### config.mk
export PLATFORM = sky130hd
export DESIGN_NAME = tmds_serializer
export DESIGN_NICKNAME = d
export VERILOG_FILES = /design/src/rtl/tmds_pkg.sv /design/src/rtl/tmds_enc.sv /design/src/rtl/tmds_bit_ctr.sv /design/src/rtl/tmds_chan.sv /design/src/rtl/tmds_serializer.sv
export SDC_FILE = /design/constraint.sdc
export NUM_CORES = 1
export LEC_CHECK = 0
export BUFFER_PORTS_ARGS = -buffer_cell sky130_fd_sc_hd__buf_2
export CORE_ASPECT_RATIO = 1.5
export CORE_MARGIN = 2
export CORE_UTILIZATION = 60
export DETAILED_ROUTE_END_ITERATION = 10
export PLACE_DENSITY = 0.84
export SYNTH_ARGS = -nofsm -noshare
export SYNTH_HDL_FRONTEND = slang
export SYNTH_SLANG_ARGS = --single-unit
### constraint.sdc
create_clock -name clk_i -period 3.35 [get_ports clk_i]
set_input_delay 0.1675 -clock clk_i [delete_from_list [all_inputs] [get_ports clk_i]]
set_output_delay 0.1675 -clock clk_i [all_outputs]
set_load 0.03 [all_outputs]
### src/rtl/tmds_pkg.sv
package tmds_pkg;
  localparam int DISP_W = 6;
  typedef logic signed [DISP_W-1:0] disp_t;

  function automatic logic [3:0] ones8(input logic [7:0] v);
    logic [3:0] n;
    n = '0;
    for (int i = 0; i < 8; i++) n = n + {3'b0, v[i]};
    return n;
  endfunction
endpackage

### src/rtl/tmds_enc.sv
module tmds_enc
  import tmds_pkg::*;
(
  input  logic [7:0] data_i,
  input  disp_t      disp_i,
  output logic [9:0] sym_o,
  output disp_t      disp_o
);
  logic [3:0] n1_d, n1_q;
  logic       use_xnor;
  logic [8:0] qm;
  disp_t      bal;
  disp_t      two_if_q8;

  always_comb begin
    n1_d     = ones8(data_i);
    use_xnor = (n1_d > 4'd4) || ((n1_d == 4'd4) && !data_i[0]);
    qm[0]    = data_i[0];
    for (int i = 1; i < 8; i++)
      qm[i] = use_xnor ? ~(qm[i-1] ^ data_i[i]) : (qm[i-1] ^ data_i[i]);
    qm[8]    = ~use_xnor;
    n1_q     = ones8(qm[7:0]);
    // ones minus zeros of the 8 coded bits
    bal       = disp_t'(2) * disp_t'({1'b0, n1_q}) - disp_t'(8);
    two_if_q8 = qm[8] ? disp_t'(2) : disp_t'(0);

    if ((disp_i == 0) || (bal == 0)) begin
      sym_o  = {~qm[8], qm[8], qm[8] ? qm[7:0] : ~qm[7:0]};
      disp_o = qm[8] ? (disp_i + bal) : (disp_i - bal);
    end else if (((disp_i > 0) && (bal > 0)) || ((disp_i < 0) && (bal < 0))) begin
      sym_o  = {1'b1, qm[8], ~qm[7:0]};
      disp_o = disp_i + two_if_q8 - bal;
    end else begin
      sym_o  = {1'b0, qm[8], qm[7:0]};
      disp_o = disp_i - (disp_t'(2) - two_if_q8) + bal;
    end
  end
endmodule

### src/rtl/tmds_bit_ctr.sv
module tmds_bit_ctr #(
  parameter int SYM_W = 10,
  localparam int CNT_W = $clog2(SYM_W)
) (
  input  logic             clk_i,
  input  logic             rst_ni,
  input  logic             load_i,
  output logic [CNT_W-1:0] cnt_o,
  output logic             last_o
);
  localparam logic [CNT_W-1:0] LAST = CNT_W'(SYM_W - 1);

  logic [CNT_W-1:0] cnt_q;

  always_ff @(posedge clk_i or negedge rst_ni) begin
    if (!rst_ni)              cnt_q <= '0;
    else if (load_i)          cnt_q <= '0;
    else if (cnt_q == LAST)   cnt_q <= '0;
    else                      cnt_q <= cnt_q + 1'b1;
  end

  assign cnt_o  = cnt_q;
  assign last_o = (cnt_q == LAST);

  AST_CNT_RANGE: assert property (@(posedge clk_i) disable iff (!rst_ni)
    cnt_q <= LAST) else $error("cnt range");
  AST_CNT_WRAP: assert property (@(posedge clk_i) disable iff (!rst_ni)
    (cnt_q == LAST) |=> (cnt_q == '0)) else $error("cnt wrap");
  AST_LOAD_RESTART: assert property (@(posedge clk_i) disable iff (!rst_ni)
    load_i |=> (cnt_q == '0)) else $error("load restart");
  AST_REQ_SINGLE: assert property (@(posedge clk_i) disable iff (!rst_ni)
    last_o |=> !last_o) else $error("req width");
endmodule

### src/rtl/tmds_chan.sv
module tmds_chan
  import tmds_pkg::*;
#(
  parameter int SYM_W = 10,
  localparam int CNT_W = $clog2(SYM_W)
) (
  input  logic             clk_i,
  input  logic             rst_ni,
  input  logic             load_i,
  input  logic             lit_i,
  input  logic [SYM_W-1:0] lit_sym_i,
  input  logic [7:0]       byte_i,
  input  logic [CNT_W-1:0] slot_i,
  output logic             bit_o
);
  logic [SYM_W-1:0] sym_q;
  disp_t            disp_q;
  logic [9:0]       enc_sym;
  disp_t            enc_disp;

  tmds_enc u_enc (
    .data_i (byte_i),
    .disp_i (disp_q),
    .sym_o  (enc_sym),
    .disp_o (enc_disp)
  );

  always_ff @(posedge clk_i or negedge rst_ni) begin
    if (!rst_ni) begin
      sym_q  <= '0;
      disp_q <= '0;
    end else if (load_i) begin
      if (lit_i) begin
        sym_q <= lit_sym_i;
      end else begin
        sym_q  <= SYM_W'(enc_sym);
        disp_q <= enc_disp;
      end
    end
  end

  assign bit_o = sym_q[slot_i];

  AST_SYM_HOLD: assert property (@(posedge clk_i) disable iff (!rst_ni)
    !load_i |=> $stable(sym_q)) else $error("symbol hold");
  AST_LIT_DISP: assert property (@(posedge clk_i) disable iff (!rst_ni)
    (load_i && lit_i) |=> $stable(disp_q)) else $error("literal disparity");
  AST_LIT_TAKEN: assert property (@(posedge clk_i) disable iff (!rst_ni)
    (load_i && lit_i) |=> (sym_q == $past(lit_sym_i))) else $error("literal load");
endmodule

### src/rtl/tmds_serializer.sv
module tmds_serializer #(
  parameter int WORD_W  = 32,
  parameter int SYM_W   = 10,
  parameter int CH_N    = 3,
  parameter int PIN_W   = 8,
  parameter int LIT_BIT = 1
) (
  input  logic              clk_i,
  input  logic              rst_ni,
  input  logic [WORD_W-1:0] word_i,
  input  logic              word_valid_i,
  output logic              word_req_o,
  output logic [PIN_W-1:0]  pins_o
);
  localparam int CNT_W   = $clog2(SYM_W);
  localparam int CLK_HI  = SYM_W / 2;
  localparam int CLK_PIN = 2 * CH_N;
  localparam int LIT_LSB = LIT_BIT + 1;

  logic [CNT_W-1:0] slot;
  logic [CH_N-1:0]  ch_bit;
  logic             is_lit;
  logic             clk_bit;

  assign is_lit = word_i[LIT_BIT];

  tmds_bit_ctr #(.SYM_W(SYM_W)) u_ctr (
    .clk_i  (clk_i),
    .rst_ni (rst_ni),
    .load_i (word_valid_i),
    .cnt_o  (slot),
    .last_o (word_req_o)
  );

  for (genvar k = 0; k < CH_N; k++) begin : g_ch
    tmds_chan #(.SYM_W(SYM_W)) u_chan (
      .clk_i     (clk_i),
      .rst_ni    (rst_ni),
      .load_i    (word_valid_i),
      .lit_i     (is_lit),
      .lit_sym_i (word_i[LIT_LSB + k*SYM_W +: SYM_W]),
      .byte_i    (word_i[WORD_W - 8*(CH_N-k) +: 8]),
      .slot_i    (slot),
      .bit_o     (ch_bit[k])
    );
  end

  assign clk_bit = (slot < CNT_W'(CLK_HI));

  always_comb begin
    pins_o = '0;
    for (int k = 0; k < CH_N; k++) pins_o[2*k] = ch_bit[k];
    pins_o[CLK_PIN] = clk_bit;
  end

  AST_CLK_FALL: assert property (@(posedge clk_i) disable iff (!rst_ni)
    ((slot == CNT_W'(CLK_HI-1)) && !word_valid_i) |=> $fell(pins_o[CLK_PIN]))
    else $error("clock fall");
  AST_CLK_RISE: assert property (@(posedge clk_i) disable iff (!rst_ni)
    (word_req_o && !word_valid_i) |=> $rose(pins_o[CLK_PIN]))
    else $error("clock rise");
  AST_NEG_LOW: assert property (@(posedge clk_i) disable iff (!rst_ni)
    word_valid_i |=> (pins_o[1] == 1'b0)) else $error("neg pin");
endmodule

==> qor.csv, run 1 <==
metric;value;unit
gpl congestion;0.9120;
main area contributors after synthesis;dfrtp_1 18%, ha_1 14%, fa_1 11%;
stop err;[ERROR GRT-0232] Routing congestion too high. Check the congestion heatmap in the GUI.;
# IOs;44;
Yosys reg bits;49;
GRT Util Overall;0.7873;
chip height;134.6;um
Ys Warns;0;
Post-Syn Area;6827;um^2
clk sinks;49;
status;aborted with a tool error;
Root Buffer;clkbuf_16;
largest net degree at the start of global routing;45;
Initial Util;0.6175;
Async SR Flop Fraction;1.000;
post-synthesis cell count;757;
H-tree depth;2;
grt ovf;50;
worst_ep grt;g_ch[0].u_chan.disp_q[5]$_DFFE_PN0P_/D;
worst_ep kind;sequential cell input;
row count;47;
last stage reached;global routing (5_1_grt);
hpwl dp;15630;um
library cells used by synthesis;72;
Yosys top cell by area;dfrtp_1;
Mapped Avg Cell Area;9.018;um^2
CTS max path bufs;2;
die width;91.09;um
area share of the largest cell type after synthesis;0.1796;
DP Cell Count;1070;
number of synthesized flops with an enable pin;0;
Port Buf Inserts;38;
Num CTS Buffers;5;
Seq/Total Area, Yosys;0.1796;
dpl ws;-4.406;ns
Main synth FF type;dfrtp_1;
==> layer usage <==
layer / global-route usage / overflow
met1: 0.7838 / 0
met2: 0.9465 / 35
met4: 0.7980 / 15
met3: 0.6334 / 0
met5: 0.3125 / 0
==> what timing repair did <==
item,4_1_cts
setup buffers,35
gates cloned,0
pin swaps,106
setup endpoints to repair,44
resized for setup,167
hold buffers,0
==> Yosys cell counts, types with 4 or more instances <==
master,number
nor3_1,6
o21a_1,4
xnor3_1,4
inv_1,124
a31oi_1,14
o21ai_0,33
o221ai_1,11
clkbuf_1,21
a21o_1,17
nand3b_1,5
nor3b_1,5
a21oi_1,37
buf_1,4
dfrtp_1,49
nand2_1,28
fa_1,39
o22ai_1,6
nor2_1,44
xnor2_1,65
nand2b_1,8
ha_1,78
mux2i_1,16
nand3_1,14
mux4_2,6
xor2_1,25
o211ai_1,8
nor2b_1,14
buf_4,8
==> cells by family after synthesis <==
logic type      Yosys count  synth area share
compound gates          164            0.1640
buf+inv                 160           0.09457
simple gates            137            0.1028
fa+ha+maj               120            0.2617
xor+xnor                 98            0.1393
flops                    49            0.1796
mux                      28           0.05737
other cells               1         0.0005493
==> stage by stage <==
stage               hold slack, ns  utilization  cell area, um^2
detailed placement          0.3613       0.7820             8646
floorplan                  -0.1281            -             7277
CTS                        0.04043       0.8878             9816
global placement            0.3481       0.7820             8646
==> inputs of run 2 (changes only) <==
--- a/config.mk
+++ b/config.mk
@@ -6,11 +6,10 @@
 export NUM_CORES = 1
 export LEC_CHECK = 0
 export BUFFER_PORTS_ARGS = -buffer_cell sky130_fd_sc_hd__buf_2
-export CORE_ASPECT_RATIO = 1.5
 export CORE_MARGIN = 2
-export CORE_UTILIZATION = 60
+export CORE_UTILIZATION = 40
 export DETAILED_ROUTE_END_ITERATION = 10
-export PLACE_DENSITY = 0.84
+export PLACE_DENSITY_LB_ADDON = 0.15
 export SYNTH_ARGS = -nofsm -noshare
 export SYNTH_HDL_FRONTEND = slang
 export SYNTH_SLANG_ARGS = --single-unit
==> run 2 against run 1 <==
Effect of this change:
- the flow now finishes, with violations (setup timing)
- synthesized area unchanged
- synthesized cell count unchanged
==> qor.csv, run 2 <==
metric;value;unit;change
Max Transition Viols Final;0;;
post-synthesis cell count;757;;unchanged
Root Buffer;clkbuf_16;;unchanged
Clock Skews;0.005314;ns;
max FFs per register;30;;
WL final;17910;um;
slew margin rel.;0.4823;;
# IOs;44;;unchanged
Tcrit/Tclk final;2.137;;
clock slew at reported path FFs;0.07;ns;
Yosys top cell by area;dfrtp_1;;unchanged
hold_sp;word_i[5];;
top cells by count, synth;124 x inv_1, 78 x ha_1, 65 x xnor2_1, 49 x dfrtp_1, 44 x nor2_1;;unchanged
DP Cell Count;1143;;was 1070
die area;18130;um^2;
Vias;5913;;
Ys Warns;0;;unchanged
Crit Path Max Fanout;3;;
critical path capture point type;flip-flop;;
RSZ-0062 raised after global routing;yes;;
final period demand of the worst path;7.159;ns;
Post-Syn Area;6827;um^2;unchanged
fin worst setup slack;-3.809;ns;
library cells used by synthesis;72;;unchanged
CP startpoint;word_i[16];;
H-tree depth;2;;unchanged
most frequent cells in the layout;162 x buf_4, 97 x inv_1, 49 x dfrtp_1;;
antenna diode count;0;;
worst skew pair latency;0.30;ns;
worst slew pin tran;0.7766;ns;
CTS max path bufs;2;;unchanged
core area;16640;um^2;
vias in the first global route;6256;;
per-cell routed wire length;15.14;um;
row count;47;;unchanged
antenna violations before repair;0;;
area share of the largest cell type after synthesis;0.1796;;unchanged
final cell count without fillers;1183;;
Area after DPL;8737;um^2;was 8646 um^2
Biggest register;g_ch.u_chan.sym_q;;
post-route cell area;10020;um^2;
number of synthesized flops with an enable pin;0;;unchanged
CP Data Arrival Time;7.34;ns;
status;finished with violations;;was aborted with a tool error
Port Buf Inserts;38;;unchanged
crit path kind;in -> reg;;
main area contributors after synthesis;dfrtp_1 18%, ha_1 14%, fa_1 11%;;unchanged
Vias/cell;4.998;;
setup slack, reg-to-reg;0.49;ns;
Main synth FF type;dfrtp_1;;unchanged
hpwl dp;14010;um;was 15630 um
largest net degree at the start of global routing;65;;
post-route ant nets;0;;
clk sinks;49;;unchanged
Crit Reg-Reg Startpoint;g_ch[1].u_chan.disp_q[1];;
chip height;134.6;um;unchanged
layout cells sized above 1;0.4403;;
failing checks;setup timing;;
fmax;0.1397;GHz;
setup violators final;44;;
endpoints failing hold;0;;
max-cap viol count;0;;
1st-iter DRT viols;251;;
gpl congestion;0.8178;;was 0.9120
Mapped Avg Cell Area;9.018;um^2;unchanged
die width;134.6;um;was 91.09 um
Async SR Flop Fraction;1.000;;unchanged
Num CTS Buffers;5;;unchanged
commonest non-fill, non-tap cell in the layout;buf_4;;
Layout area overhead;46.76;%;
first drt pass iteration count;5;;
Seq/Total Area, Yosys;0.1796;;unchanged
CTS tree;yes;;
GRT Util Overall;0.2057;;
startpoint types;input port;;
Yosys reg bits;49;;unchanged
grt ovf;0;;
fin nets;1114;;
hold crit path type;in -> reg;;
Critical Path RT;3.53;ns;
count leader, synth;inv_1;;unchanged
DRC errors left;0;;
Initial Util;0.4102;;was 0.6175
hold_ws;0.1163;ns;
first-pass GRT wire length;30370;um;
## run 2: through the flow
step / worst slack [ns] / TNS (ns) / util
global placement: -4.143 / -164.03 / 0.5250
floorplan: -4.021 / -147.96 / -
global route: -4.072 / -157.55 / 0.6020
finish: -3.809 / -146.18 / 0.6020
CTS: -3.880 / -149.87 / 0.5807
detailed placement: -4.304 / -169.50 / 0.5250
## run 2: timing repair
action,4_1_cts,5_1_grt
gates resized for setup,125,53
endpoints found under the setup margin,44,45
hold endpoints to repair,30,0
buffers inserted,26,9
hold buffers,1,0
pin swaps,86,53
## run 2: cell type report
type,count,area [um^2]
Sequential cell,49,1226
Clock inverter,3,25.02
Multi-Input combinational cell,551,6051
Timing Repair Buffer,230,1805
Clock buffer,5,125.1
Tap cell,220,275.3
Inverter,125,510.5
Fill cell,1393,6624
## run 2: cell families after synthesis
| family | count (synthesis) | share of synthesized area |
|---|---|---|
| AND/OR/NAND/NOR | 137 | 0.1028 |
| XOR/XNOR | 98 | 0.1393 |
| adder cells (fa/ha/maj) | 120 | 0.2617 |
| buffers and inverters | 160 | 0.09457 |
| AO/OA/AOI/OAI | 164 | 0.1640 |
| other | 1 | 0.0005493 |
| multiplexers | 28 | 0.05737 |
| flip-flops | 49 | 0.1796 |
## run 2: final timing paths
check | cells past startpoint | endpoint
max | 28 | g_ch[1].u_chan.disp_q[5]
min | 3 | g_ch[0].u_chan.sym_q[3]
min in group asynchronous | 2 | g_ch[2].u_chan.sym_q[8]
max in group asynchronous | 3 | g_ch[2].u_chan.sym_q[1]
min reg2reg | 2 | g_ch[2].u_chan.sym_q[6]
max reg2reg | 11 | g_ch[1].u_chan.disp_q[5]
## run 2: per-layer routing
metal,vias to the layer above,routed length (um),global-route usage
met5,-,0,0
met4,0,158,0.04094
met3,9,400,0.01614
met2,61,8864,0.3582
met1,2895,8483,0.2817
li1,2948,-,-
## run 2: critical path: stages
cell       delay (ns)
buf_12           0.09
inv_12           0.03
fa_1             0.54
fa_1             0.45
fa_1             0.50
inv_1            0.05
ha_2             0.18
fa_1             0.48
nor3b_4          0.25
o21ai_2          0.11
mux2i_4          0.22
xor2_2           0.11
fa_1             0.53
inv_2            0.04
fa_1             0.46
fa_1             0.51
ha_2             0.18
inv_2            0.04
fa_2             0.57
ha_4             0.23
fa_2             0.38
nand2b_4         0.15
nand3b_1         0.09
a21oi_2          0.06
o32a_1           0.35
or3_1            0.36
a21boi_2         0.15
a2111oi_2        0.05
Power of run 2 is left out: the tool's default activity adds up to more than one toggle a clock period on the data nets, which glitch-free logic cannot reach.
==> inputs of run 3 (changes only) <==
--- a/config.mk
+++ b/config.mk
@@ -5,10 +5,10 @@
 export SDC_FILE = /design/constraint.sdc
 export NUM_CORES = 1
 export LEC_CHECK = 0
-export BUFFER_PORTS_ARGS = -buffer_cell sky130_fd_sc_hd__buf_2
 export CORE_MARGIN = 2
 export CORE_UTILIZATION = 40
 export DETAILED_ROUTE_END_ITERATION = 10
+export DONT_BUFFER_PORTS = 1
 export PLACE_DENSITY_LB_ADDON = 0.15
 export SYNTH_ARGS = -nofsm -noshare
 export SYNTH_HDL_FRONTEND = slang
==> run 3 against run 2 <==
Effect of this change:
- fmax is 0.29% higher
- clock skew is 0.0045 ns higher
- hold slack worse by 0.12 ns
- via count is 3.5% lower
- global-route usage is 0.10 points higher
- core utilization is 2.5 points lower
- the flow finishes with violations (hold timing, setup timing)
- critical path type unchanged
- non-clock buffer count is 52 lower
==> qor.csv, run 3 (synthesized netlist as in run 2, its figures left out) <==
metric;value;unit;change
final cell count without fillers;1131;;was 1183
hold depth;2;;was 3
Num CTS Buffers;5;;unchanged
DP Cell Count;1087;;was 1143
max FFs per register;30;;unchanged
setup violators final;44;;unchanged
antenna diode count;0;;unchanged
most frequent cells in the layout;140 x buf_4, 100 x inv_1, 49 x dfrtp_1;;was 162 x buf_4, 97 x inv_1, 49 x dfrtp_1
Crit Reg-Reg Startpoint;g_ch[0].u_chan.disp_q[1];;was g_ch[1].u_chan.disp_q[1]
first drt pass iteration count;4;;was 5
final period demand of the worst path;7.138;ns;was 7.159 ns
register area;1226;um^2;unchanged
gpl congestion;0.8551;;was 0.8178
slew margin rel.;0.3336;;was 0.4823
worst skew pair latency;0.31;ns;was 0.30 ns
status;finished with violations;;unchanged
layout cells sized above 1;0.3952;;was 0.4403
Hold EP;g_ch[2].u_chan.sym_q[9];;was g_ch[0].u_chan.sym_q[3]
CTS max path bufs;2;;unchanged
Crit Path Max Fanout;3;;unchanged
fin nets;1062;;was 1114
die area;18130;um^2;unchanged
row count;47;;unchanged
commonest non-fill, non-tap cell in the layout;buf_4;;unchanged
per-cell routed wire length;16.03;um;was 15.14 um
fin worst setup slack;-3.788;ns;was -3.809 ns
fill count;1431;;was 1393
Max Transition Viols Final;0;;unchanged
failing checks;hold timing, setup timing;;was setup timing
hold_sp;word_i[31];;was word_i[5]
grt ovf;0;;unchanged
1st-iter DRT viols;231;;was 251
Critical Path RT;3.55;ns;was 3.53 ns
antenna violations before repair;0;;unchanged
worst slew pin tran;0.9975;ns;was 0.7766 ns
hpwl dp;13710;um;was 14010 um
max-cap viol count;0;;unchanged
H-tree depth;2;;unchanged
clk sinks;49;;unchanged
Initial Util;0.4102;;unchanged
CTS tree;yes;;unchanged
clock slew at reported path FFs;0.08;ns;was 0.07 ns
critical path capture point type;flip-flop;;unchanged
Biggest register;g_ch.u_chan.sym_q;;unchanged
Vias;5708;;was 5913
die width;134.6;um;unchanged
Vias/cell;5.047;;was 4.998
fmax;0.1401;GHz;was 0.1397 GHz
R2R Path End;g_ch[0].u_chan.disp_q[5];;was g_ch[1].u_chan.disp_q[5]
first-pass GRT wire length;30220;um;was 30370 um
WL final;18130;um;was 17910 um
endpoints failing hold;1;;was 0
Port Buf Inserts;0;;was 38
Layout area overhead;40.73;%;was 46.76%
hold crit path type;in -> reg;;unchanged
startpoint types;input port;;unchanged
CP Data Arrival Time;7.34;ns;about the same
chip height;134.6;um;unchanged
core area;16640;um^2;unchanged
hold_ws;-0.0008116;ns;was 0.1163 ns
crit path kind;in -> reg;;unchanged
largest net degree at the start of global routing;51;;was 65
Clock Skews;0.009819;ns;was 0.005314 ns
Reg2Reg Depth;11;;unchanged
Tcrit/Tclk final;2.131;;was 2.137
GRT Util Overall;0.2067;;was 0.2057
RSZ-0062 raised after global routing;yes;;unchanged
Root Buffer;clkbuf_16;;unchanged
post-route ant nets;0;;unchanged
# IOs;44;;unchanged
area of the multi-input gates;5937;um^2;was 6051 um^2
setup slack, reg-to-reg;0.48;ns;was 0.49 ns
vias in the first global route;6078;;was 6256
DRC errors left;0;;unchanged
[run 3: worst max-delay path by stage]
stage | startpoint | end | slack (ns) | cells past startpoint
6_report | word_i[11] | g_ch[0].u_chan.disp_q[5] | -3.79 | 28
5_1_grt | word_i[16] | g_ch[1].u_chan.disp_q[5] | -4.08 | 27
4_1_cts | word_i[11] | g_ch[0].u_chan.disp_q[5] | -3.79 | 28
3_5_place_dp | word_i[11] | g_ch[0].u_chan.disp_q[5] | -4.16 | 29
3_3_place_gp | word_i[11] | g_ch[0].u_chan.disp_q[5] | -4.01 | 28
2_1_floorplan | word_i[11] | g_ch[0].u_chan.disp_q[5] | -4.02 | 27
[run 3: per-layer routing]
layer,GRT usage,routed length [um],vias up
li1,-,-,2840
met1,0.2759,8506,2804
met2,0.3627,9065,53
met3,0.02628,391,11
met4,0.03743,168,0
met5,0,0,-
[run 3: cell type report]
type,count,share of cell area
clock buffers,6,0.01341
flip-flops and latches,49,0.1276
well taps,220,0.02865
clock inverters,2,0.001563
repair buffers,178,0.1566
inverters,125,0.05418
multi-input cells,551,0.6180
[run 3: worst max-delay path, cell delays in order]
cell and delay, ns:
inv_8 0.01, fa_1 0.54, fa_1 0.43, fa_1 0.52
inv_2 0.05, ha_4 0.15, fa_1 0.45, nor3b_2 0.25
buf_4 0.17, o21ai_4 0.07, a21oi_4 0.21, xor2_2 0.11
fa_1 0.54, inv_1 0.06, fa_1 0.46, fa_1 0.52
ha_2 0.19, inv_2 0.04, fa_2 0.56, ha_4 0.22
fa_2 0.34, inv_1 0.08, a21oi_2 0.06, maj3_1 0.35
o21a_1 0.18, o22ai_2 0.18, xor2_1 0.09, a221o_1 0.35
[run 3: timing repair]
action	CTS	global route
resized for setup	112	47
endpoints found under the setup margin	44	44
buffers inserted	21	14
hold buffers	4	0
gates cloned	0	0
hold endpoints to repair	65	0
pin swaps	69	39
[run 3: metrics by stage]
| step | hold WS (ns) | TNS (ns) | worst slack [ns] | area (um^2) | util |
|---|---|---|---|---|---|
| 2_1_floorplan | -0.1281 | -147.96 | -4.021 | 7277 | - |
| 3_3_place_gp | -0.1270 | -158.45 | -4.008 | 8412 | 0.5055 |
| 3_5_place_dp | -0.1267 | -163.47 | -4.158 | 8412 | 0.5055 |
| 4_1_cts | 0.001522 | -144.55 | -3.788 | 9268 | 0.5569 |
| 5_1_grt | 0.009496 | -155.90 | -4.084 | 9607 | 0.5773 |
| 6_report | -0.0008116 | -143.76 | -3.788 | 9607 | 0.5773 |
Power of run 3 is left out for the same reason.
==> inputs of run 4 (changes only) <==
--- a/config.mk
+++ b/config.mk
@@ -5,7 +5,6 @@
 export SDC_FILE = /design/constraint.sdc
 export NUM_CORES = 1
 export LEC_CHECK = 0
-export CORE_MARGIN = 2
 export CORE_UTILIZATION = 40
 export DETAILED_ROUTE_END_ITERATION = 10
 export DONT_BUFFER_PORTS = 1
==> run 4 against run 3 <==
Effect of this change:
- the flow finishes with violations (setup timing)
- routed wire length down 1.4%
- via count up 0.61%
- clock skew about the same
- final cell count down 1.1%
- count of clock-buffer cells in the layout down 1
- die area down 2.9%
- register-to-register slack worse by 0.04 ns
- cell area down 0.30%
==> qor.csv, run 4 (synthesized netlist as in run 2, its figures left out) <==
metric;value;unit;change
status;finished with violations;;unchanged
failing checks;setup timing;;was hold timing, setup timing
commonest non-fill, non-tap cell in the layout;buf_4;;unchanged
Vias;5743;;was 5708
gpl congestion;0.8342;;was 0.8551
hold crit path type;in -> reg;;unchanged
die width;132.6;um;was 134.6 um
H-tree depth;2;;unchanged
CP peak stage delay;0.58;ns;was 0.56 ns
crit path max-delay cell type;fa_2;;unchanged
fin nets;1049;;was 1062
first-pass GRT wire length;30060;um;was 30220 um
Critical Path RT;3.52;ns;was 3.55 ns
grt ovf;0;;unchanged
fill count;1431;;unchanged
crit path kind;in -> reg;;unchanged
slew margin rel.;0.3610;;was 0.3336
vias in the first global route;6058;;was 6078
final cell count without fillers;1118;;was 1131
setup violators final;44;;unchanged
fmax;0.1404;GHz;was 0.1401 GHz
max FFs per register;30;;unchanged
Root Buffer;clkbuf_16;;unchanged
die area;17590;um^2;was 18130 um^2
worst skew pair latency;0.30;ns;was 0.31 ns
chip height;132.6;um;was 134.6 um
Biggest register;g_ch.u_chan.sym_q;;unchanged
CP bufs+invs;4;;was 6
# IOs;44;;unchanged
DP Cell Count;1081;;was 1087
endpoints failing hold;0;;was 1
core area;16640;um^2;unchanged
worst slew pin tran;0.9562;ns;was 0.9975 ns
first drt pass iteration count;4;;unchanged
1st-iter DRT viols;298;;was 231
WL final;17880;um;was 18130 um
CTS max path bufs;2;;unchanged
Port Buf Inserts;0;;unchanged
hpwl dp;13450;um;was 13710 um
Max Transition Viols Final;0;;unchanged
antenna diode count;0;;unchanged
per-cell routed wire length;16.00;um;was 16.03 um
Vias/cell;5.137;;was 5.047
startpoint types;input port;;unchanged
Layout area overhead;40.30;%;was 40.73%
layout cells sized above 1;0.3920;;was 0.3952
clk sinks;49;;unchanged
DRC errors left;0;;unchanged
Num CTS Buffers;5;;unchanged
Worst path most repeated cell;fa_1;;unchanged
Crit Path Max Fanout;5;;was 3
fin worst setup slack;-3.775;ns;was -3.788 ns
post-route ant nets;0;;unchanged
CTS tree;yes;;unchanged
GRT Util Overall;0.2105;;was 0.2067
Clock Skews;0.01016;ns;was 0.009819 ns
clock slew at reported path FFs;0.08;ns;about the same
row count;47;;unchanged
Tcrit/Tclk final;2.127;;was 2.131
CP Data Arrival Time;7.30;ns;was 7.34 ns
max-cap viol count;0;;unchanged
final period demand of the worst path;7.125;ns;was 7.138 ns
critical path capture point type;flip-flop;;unchanged
RSZ-0062 raised after global routing;yes;;unchanged
largest net degree at the start of global routing;52;;was 51
antenna violations before repair;0;;unchanged
most frequent cells in the layout;129 x buf_4, 101 x inv_1, 49 x dfrtp_1;;was 140 x buf_4, 100 x inv_1, 49 x dfrtp_1
crit-path leading delay family;adder cells;;unchanged
Initial Util;0.4102;;unchanged
setup TNS;-145.41;ns;was -143.76 ns
run 4: worst paths after layout:
kind	slack (ns)	to	startpoint	cells after the start
setup / recovery	-3.77	g_ch[1].u_chan.disp_q[5]	word_i[16]	27
max in group asynchronous	2.69	g_ch[0].u_chan.sym_q[8]	rst_ni	2
hold reg to reg	0.52	g_ch[2].u_chan.sym_q[7]	g_ch[2].u_chan.sym_q[7]	1
min in group asynchronous	0.41	g_ch[2].u_chan.sym_q[3]	rst_ni	2
hold / removal	0.02	g_ch[2].u_chan.sym_q[3]	word_valid_i	1
setup reg to reg	0.44	g_ch[2].u_chan.disp_q[5]	g_ch[2].u_chan.disp_q[1]	11
run 4: layout make-up:
| type | count | area [um^2] | share of cell area |
|---|---|---|---|
| well taps | 220 | 275.3 | 0.02874 |
| clock buffers | 5 | 125.1 | 0.01306 |
| flip-flops and latches | 49 | 1226 | 0.1280 |
| inverters | 125 | 515.5 | 0.05382 |
| multi-input cells | 551 | 6012 | 0.6277 |
| repair buffers | 165 | 1395 | 0.1457 |
| clock inverters | 3 | 28.78 | 0.003005 |
run 4: routing by layer:
metal / share of wire / vias to the layer above / track usage
met5: 0 / - / 0
met4: 0.0091 / 0 / 0.03768
met3: 0.026 / 14 / 0.02299
met2: 0.50 / 75 / 0.3655
met1: 0.46 / 2831 / 0.2844
li1: - / 2823 / -
run 4: repair_timing:
item,4_1_cts,5_1_grt
pin swaps,53,44
hold buffers,4,0
setup buffers,16,15
gates cloned,0,0
gates resized for setup,101,63
setup endpoints to repair,44,45
hold endpoints to repair,64,0
run 4: metrics by stage:
| step | utilization | worst slack (ns) | cell area [um^2] | hold slack (ns) |
|---|---|---|---|---|
| detailed placement | 0.5027 | -4.125 | 8367 | -0.1270 |
| global placement | 0.5027 | -4.010 | 8367 | -0.1270 |
| floorplan | - | -4.021 | 7277 | -0.1281 |
| global route | 0.5755 | -4.015 | 9578 | 0.004797 |
| finish | 0.5755 | -3.775 | 9578 | 0.01849 |
| CTS | 0.5497 | -3.768 | 9148 | 0.01637 |
run 4: worst register-to-register path: stages, from the launching register on:
cell and delay, ns:
dfrtp_1 0.36, inv_1 0.11, fa_1 0.59, inv_1 0.09
fa_2 0.40, inv_1 0.06, a21oi_1 0.06, maj3_2 0.32
mux2_4 0.31, a21oi_2 0.18, xor2_1 0.17, o221ai_1 0.13
Power of run 4 is left out for the same reason.
